[config.mk]
export PLATFORM = sky130hd
export DESIGN_NAME = e1_crc4_txgen
export DESIGN_NICKNAME = d
export VERILOG_FILES = /design/src/rtl/e1tx_pkg.sv /design/src/rtl/e1tx_pos_cnt.sv /design/src/rtl/e1tx_crc4.sv /design/src/rtl/e1tx_ts0_map.sv /design/src/rtl/e1_crc4_txgen.sv
export SDC_FILE = /design/constraint.sdc
export NUM_CORES = 1
export LEC_CHECK = 0
export ABC_AREA = 0
export BUFFER_PORTS_ARGS = -buffer_cell sky130_fd_sc_hd__buf_2
export CAP_MARGIN = 20
export CORE_MARGIN = 3
export CORE_UTILIZATION = 29
export DETAILED_ROUTE_END_ITERATION = 6
export PLACE_DENSITY = 0.52
export SLEW_MARGIN = 20
export SYNTH_ARGS = -nofsm -noshare
export SYNTH_HDL_FRONTEND = slang
export SYNTH_SLANG_ARGS = --single-unit
[constraint.sdc]
create_clock -name clk -period 1.95 [get_ports clk]
set_input_delay 0.0975 -clock clk [delete_from_list [all_inputs] [get_ports clk]]
set_output_delay 0.0975 -clock clk [all_outputs]
set_load 0.02 [all_outputs]
[src/rtl/e1tx_pkg.sv]
// Shared constants and types for the E1 CRC-4 multiframe transmit generator.
// Assumes a 256-bit frame and a 16-frame multiframe with 8-bit timeslot 0.
package e1tx_pkg;
    localparam int TS0_BITS = 8;
    localparam int CRC_W    = 4;
    localparam logic [6:0] FAS_WORD  = 7'b0011011;  // bits 2..8, MSB first
    localparam logic [5:0] MFAS_WORD = 6'b001011;   // frames 1..11, MSB first
    localparam logic [CRC_W-1:0] CRC_POLY = 4'b0011; // x^4 + x + 1, low terms

    typedef enum logic [2:0] {
        SLOT_PAY,
        SLOT_CRC,
        SLOT_FAS,
        SLOT_MFAS,
        SLOT_EBIT,
        SLOT_FIX,
        SLOT_ALARM,
        SLOT_SPARE
    } slot_e;
endpackage

[src/rtl/e1tx_pos_cnt.sv]
// Position counter: bit index within the frame and frame index within the
// multiframe. Also flags the last bit of each 8-frame half.
// Assumes MF_FRAMES is a power of two, at least 4.
module e1tx_pos_cnt #(
    parameter int FRAME_BITS = 256,
    parameter int MF_FRAMES  = 16,
    localparam int BW = $clog2(FRAME_BITS),
    localparam int FW = $clog2(MF_FRAMES)
) (
    input  logic          clk,
    input  logic          rst_n,
    output logic [BW-1:0] bit_idx,
    output logic [FW-1:0] frm_idx,
    output logic          smf_end
);
    localparam logic [BW-1:0] LAST_BIT = BW'(FRAME_BITS - 1);
    localparam logic [FW-1:0] LAST_FRM = FW'(MF_FRAMES - 1);

    logic [BW-1:0] bit_q;
    logic [FW-1:0] frm_q;

    // Advance one bit per clock, wrapping frame and multiframe.
    always_ff @(posedge clk) begin
        if (!rst_n) begin
            bit_q <= '0;
            frm_q <= '0;
        end else if (bit_q == LAST_BIT) begin
            bit_q <= '0;
            frm_q <= (frm_q == LAST_FRM) ? '0 : frm_q + 1'b1;
        end else begin
            bit_q <= bit_q + 1'b1;
        end
    end

    // Last bit of a half: final bit of frame 7 or frame 15.
    always_comb begin
        smf_end = (bit_q == LAST_BIT) && (&frm_q[FW-2:0]);
    end

    assign bit_idx = bit_q;
    assign frm_idx = frm_q;
endmodule

[src/rtl/e1tx_crc4.sv]
// Serial CRC-4 over one half-multiframe. Check-bit positions are fed as
// zero. At the end of the half the remainder moves to a hold register that
// the next half transmits. Assumes bits arrive highest degree first.
module e1tx_crc4
    import e1tx_pkg::*;
(
    input  logic             clk,
    input  logic             rst_n,
    input  logic             din,
    input  logic             zero_slot,
    input  logic             smf_end,
    output logic [CRC_W-1:0] crc_hold
);
    logic [CRC_W-1:0] acc_q;
    logic [CRC_W-1:0] acc_nx;
    logic [CRC_W-1:0] hold_q;
    logic             fb;

    // Next remainder after taking in one message bit.
    always_comb begin
        fb     = (din & ~zero_slot) ^ acc_q[CRC_W-1];
        acc_nx = {acc_q[CRC_W-2:0], 1'b0} ^ (fb ? CRC_POLY : '0);
    end

    // Accumulate, or at the end of a half publish and restart.
    always_ff @(posedge clk) begin
        if (!rst_n) begin
            acc_q  <= '0;
            hold_q <= '0;
        end else if (smf_end) begin
            acc_q  <= '0;
            hold_q <= acc_nx;
        end else begin
            acc_q  <= acc_nx;
        end
    end

    assign crc_hold = hold_q;
endmodule

[src/rtl/e1tx_ts0_map.sv]
// Picks the source of the current line bit from the position. Bits 1..8
// are timeslot 0 overhead; all other bits come from the payload.
// Assumes a 16-frame multiframe (frame pairs 0..7) and four check bits.
module e1tx_ts0_map
    import e1tx_pkg::*;
#(
    parameter int FRAME_BITS = 256,
    parameter int MF_FRAMES  = 16,
    localparam int BW = $clog2(FRAME_BITS),
    localparam int FW = $clog2(MF_FRAMES)
) (
    input  logic [BW-1:0]    bit_idx,
    input  logic [FW-1:0]    frm_idx,
    input  logic             pay_in,
    input  logic [CRC_W-1:0] crc_hold,
    input  logic             a_bit,
    input  logic [4:0]       sa_bits,
    input  logic [1:0]       e_bits,
    output slot_e            slot,
    output logic             bit_val
);
    logic [2:0]    tsb;
    logic [FW-2:0] pair;

    // Decode the slot kind and select its bit value.
    always_comb begin
        tsb     = bit_idx[2:0];
        pair    = frm_idx[FW-1:1];
        slot    = SLOT_PAY;
        bit_val = pay_in;
        if (bit_idx < BW'(TS0_BITS)) begin
            if (!frm_idx[0]) begin
                if (tsb == 3'd0) begin
                    slot    = SLOT_CRC;
                    bit_val = crc_hold[2'd3 - pair[1:0]];
                end else begin
                    slot    = SLOT_FAS;
                    bit_val = FAS_WORD[3'd7 - tsb];
                end
            end else begin
                case (tsb)
                    3'd0: begin
                        if (pair < (FW-1)'(6)) begin
                            slot    = SLOT_MFAS;
                            bit_val = MFAS_WORD[3'd5 - pair[2:0]];
                        end else begin
                            slot    = SLOT_EBIT;
                            bit_val = e_bits[pair[0]];
                        end
                    end
                    3'd1: begin
                        slot    = SLOT_FIX;
                        bit_val = 1'b1;
                    end
                    3'd2: begin
                        slot    = SLOT_ALARM;
                        bit_val = a_bit;
                    end
                    default: begin
                        slot    = SLOT_SPARE;
                        bit_val = sa_bits[tsb - 3'd3];
                    end
                endcase
            end
        end
    end
endmodule

[src/rtl/e1_crc4_txgen.sv]
// E1 CRC-4 multiframe transmit generator. Builds timeslot 0 for each frame,
// passes payload for the other bits and registers the serial output with
// frame and multiframe strobes. One line bit per clock.
// Assumes FRAME_BITS = 256 and MF_FRAMES = 16 for the standard format.
module e1_crc4_txgen
    import e1tx_pkg::*;
#(
    parameter int FRAME_BITS = 256,
    parameter int MF_FRAMES  = 16
) (
    input  logic       clk,
    input  logic       rst_n,
    input  logic       pay_in,
    input  logic       a_auto,
    input  logic       a_man,
    input  logic       rx_loss,
    input  logic [4:0] sa_bits,
    input  logic       e_auto,
    input  logic [1:0] e_man,
    input  logic       rx_rep,
    input  logic       rx_rep_smf,
    input  logic       rx_rep_bad,
    output logic       line_out,
    output logic       fr_stb,
    output logic       mf_stb
);
    localparam int BW = $clog2(FRAME_BITS);
    localparam int FW = $clog2(MF_FRAMES);

    logic [BW-1:0]    bit_idx;
    logic [FW-1:0]    frm_idx;
    logic             smf_end;
    logic [CRC_W-1:0] crc_hold;
    slot_e            slot;
    logic             nxt_bit;
    logic             a_bit;
    logic [1:0]       e_bits;
    logic [1:0]       e_flag_q;
    logic             e_slot;
    logic             line_q, fr_q, mf_q;

    e1tx_pos_cnt #(.FRAME_BITS(FRAME_BITS), .MF_FRAMES(MF_FRAMES)) i_pos (
        .clk     (clk),
        .rst_n   (rst_n),
        .bit_idx (bit_idx),
        .frm_idx (frm_idx),
        .smf_end (smf_end)
    );

    e1tx_ts0_map #(.FRAME_BITS(FRAME_BITS), .MF_FRAMES(MF_FRAMES)) i_map (
        .bit_idx  (bit_idx),
        .frm_idx  (frm_idx),
        .pay_in   (pay_in),
        .crc_hold (crc_hold),
        .a_bit    (a_bit),
        .sa_bits  (sa_bits),
        .e_bits   (e_bits),
        .slot     (slot),
        .bit_val  (nxt_bit)
    );

    e1tx_crc4 i_crc (
        .clk       (clk),
        .rst_n     (rst_n),
        .din       (nxt_bit),
        .zero_slot (slot == SLOT_CRC),
        .smf_end   (smf_end),
        .crc_hold  (crc_hold)
    );

    // Select register or automatic sources for the A and E bits.
    always_comb begin
        a_bit  = a_auto ? rx_loss : a_man;
        e_bits = e_auto ? ~e_flag_q : e_man;
        e_slot = (slot == SLOT_EBIT);
    end

    // Pending error flag per received half: cleared when sent, set on report.
    for (genvar s = 0; s < 2; s++) begin : g_eflag
        always_ff @(posedge clk) begin
            if (!rst_n) begin
                e_flag_q[s] <= 1'b0;
            end else begin
                e_flag_q[s] <= (e_flag_q[s] & ~(e_slot && (frm_idx[1] == 1'(s))))
                             | (rx_rep && rx_rep_bad && (rx_rep_smf == 1'(s)));
            end
        end
    end

    // Register the line bit and the strobes for the current position.
    always_ff @(posedge clk) begin
        if (!rst_n) begin
            line_q <= 1'b1;
            fr_q   <= 1'b0;
            mf_q   <= 1'b0;
        end else begin
            line_q <= nxt_bit;
            fr_q   <= (bit_idx == '0);
            mf_q   <= (bit_idx == '0) && (frm_idx == '0);
        end
    end

    assign line_out = line_q;
    assign fr_stb   = fr_q;
    assign mf_stb   = mf_q;
endmodule

==> run metrics <==
Starting Density ~30%; Main synth FF type dfxtp_1; Final Cell Area 1880 µm²; crit path DAT about 2.2 ns; Mapped Nets around 190; I/O pins 20; initial antenna violation count 0; worst-skew pair later-pin latency roughly 0.27 ns; critical path endpoint category flip-flop; Gate Count Post-Synth ~160; Clock Tree Buf Depth 2; CP top delay family simple AND/OR/NAND/NOR gates; RSZ-0062 raised after global routing true; Max IR drop VDD 345 µV; largest net degree at the start of global routing 22; max-cap viol count 0; Die X ~76 µm; gr ovfl total 0; crit path cell chain ha_2 > nor4_4 > a2bb2oi_2 > and2_0 > a32o_2 > o31a_1 > nor3_2; std cell rows 25; cells on worst reg2reg path 7; Slew @ Worst Pin about 0.38 ns; Req. time, crit path roughly 2.2 ns; r2r startpoint i_pos.bit_idx[0]; Worst R2R End i_crc.acc_q[1]; CP max stage delay around 0.39 ns; FILL cells 507; number of global-route vias before repair between 1000 and 1500; Layout area overhead 30.3%; Post-route DRC 0; post-synthesis compound-gate area fraction about 17%; routed len/inst roughly 13 µm; Slew Limit Fails 0; Post-Synth XOR/XNOR Area 3.04%; placer congestion estimate 0.766; pwr dens 570 nW/µm²; Final Skew approximately 0.0068 ns; 1st-pass router iterations 4; post-synthesis simple-gate area fraction between 20% and 30%; EDFF count, synth 0; Final setup viols 1; post-route ant nets 0; GRT Total Usage approximately an eighth; placed insts between 200 and 300; max_slew headroom between 70% and 80%; Clock Pin Slew Worst Setup and Hold Paths 0.09 ns; TritonCTS clock tree built; die height about 76 µm; crit path capture i_crc.acc_q[1]; Seq cells post-synth 25; total stage count of the critical path 7; hpwl dp 2620 µm; adder-cell share of the synthesized area just under 8%; H-tree levels 1; ys async rst share 0%; commonest cells after routing, fill and taps aside dfxtp_1 (23), nand2_1 (20), buf_2 (19); 1st-iter DRT viols 20; WP buf/inv 0; status finished, violations left; Non-Filler Instances roughly 270; first-pass GRT wire length 5920 µm; Vias/cell slightly below 5; layout cells sized above 1 between 30% and 40%; Ys Warns 0; PortBufs 19; Final Hold Fails 0; nets 227; Worst Setup SP i_pos.bit_idx[0]; syn avg cell area 8.84 µm²; pre-CTS worst setup slack -0.138 ns; Core Util, Final 39.5%; Worst path slowest cell dfxtp_4; CTS root buffer clkbuf_8; Area after DPL around 1700 µm²; Final Worst Setup Slack -0.0458 ns; core box area between 4000 and 5000 µm²; Final min period between 1.5 and 2 ns; Detailed Route WL roughly 3400 µm; leak pwr around 0.00078 µW; Synth Cell Area approximately 1400 µm²; Clock Sinks 25; leading cell type in the layout, fill and taps excluded dfxtp_1; antenna fix cells 0; Worst Hold Class primary input to flip-flop; main combinational cell family by area after synthesis simple AND/OR/NAND/NOR gates; Max Clk Rate 0.501 GHz; CTS buffer count 3; fin crit share 102%; DR vias roughly 1300; post-synthesis mux area share approximately 4.5%; Crit Path Max Fanout 5; register area around 500 µm²; Seq/Total Area, Yosys 34.8%; CP Launch Type flip-flop; area of the multi-input gates roughly 1000 µm²; Worst R2R Setup Slack -0.05 ns; WS Path Type flip-flop to flip-flop; Die ar. roughly 5800 µm²; failing checks setup timing; Synth cell types 48
[registers in the layout (all words and copies together), names as in the netlist]
signal / flops
i_crc.crc_hold: 4
fr_stb: 1
mf_stb: 1
i_pos.bit_idx: 8
i_crc.acc_q: 4
line_out: 1
e_flag_q: 2
i_pos.frm_idx: 4
[kinds of logic after synthesis]
family,count (synthesis)
DFF,25
and+or+nand+nor,76
xor gates and xnor gates,5
AOI/OAI and AO/OA,33
buffers and inverters,11
adders and majority gates,9
muxes,4
[how the worst min path moves through the flow]
| stage | startpoint | endpoint | slack [ns] | cells after the start |
|---|---|---|---|---|
| 6_report | rx_rep_bad | e_flag_q[1] | 0.09 | 3 |
| 5_1_grt | rx_rep_bad | e_flag_q[1] | 0.1 | 3 |
| 4_1_cts | rx_rep_bad | e_flag_q[1] | 0.08 | 3 |
| 3_5_place_dp | rx_rep_bad | e_flag_q[1] | 0.38 | 3 |
| 3_3_place_gp | rx_rep_bad | e_flag_q[1] | 0.38 | 3 |
| 2_1_floorplan | pay_in | line_out | 0.24 | 2 |
[worst register-to-register path, stage by stage (launching register included)]
cell,delay [ns]
dfxtp_4,0.39
ha_2,0.24
nor4_4,0.32
a2bb2oi_2,0.10
and2_0,0.14
a32o_2,0.28
o31a_1,0.25
nor3_2,0.20
[cell usage after synthesis (3+ instances only)]
cell / n / area (µm²)
a21o_1: 3 / 22.5
and3_1: 8 / 50.1
and2_1: 6 / 37.5
nand2b_1: 3 / 18.8
xnor2_1: 3 / 26.3
nand3_1: 10 / 50.1
nand2_1: 21 / 78.8
inv_1: 7 / 26.3
o21ai_0: 4 / 20.0
ha_1: 9 / 113
dfxtp_1: 25 / 500
nor2_1: 11 / 41.3
a21oi_1: 5 / 25.0
a21boi_0: 4 / 30.0
o211ai_1: 3 / 22.5
[area by class of cell]
type / instances / area share [%]
Tap cell: 67 / 4.47
Inverter: 7 / 1.53
Clock buffer: 3 / 2.20
Sequential cell: 25 / 27.1
Multi-Input combinational cell: 127 / 52.0
Clock inverter: 1 / 0.467
Timing Repair Buffer: 37 / 12.3
[metal layers]
layer | GRT usage (%) | part of all wire, %
met1 | 15.5 | 47
met2 | 20.6 | 48
met3 | 3.43 | 3.7
met4 | 3.99 | 1.5
met5 | 0 | 0
[report_power, final]
part           switching [µW]  leakage, µW  total [µW]  internal (µW)
sequential               16.2     0.000204         543            527
combinational            98.7     0.000550         204            105
clock                     173    0.0000261         323            150
[metrics by stage]
step	TNS, ns	total power (µW)	hold slack (ns)
final	-0.0458	1070	0.0885
after CTS	-0.0286	1090	0.0810
after detailed placement	-0.175	714	0.376
after global placement	-0.0592	711	0.382
after global routing	-0.193	1130	0.0981
after floorplan	0	653	0.240
[repair_timing]
item                                    in CTS  in global routing
pin swaps                                    5                  0
hold buffers                                 0                  0
endpoints found under the setup margin       3                 10
buffers inserted                             2                  0
cloned                                       0                  0
gates resized for setup                     23                  2
(Power assumes the default switching activity.)
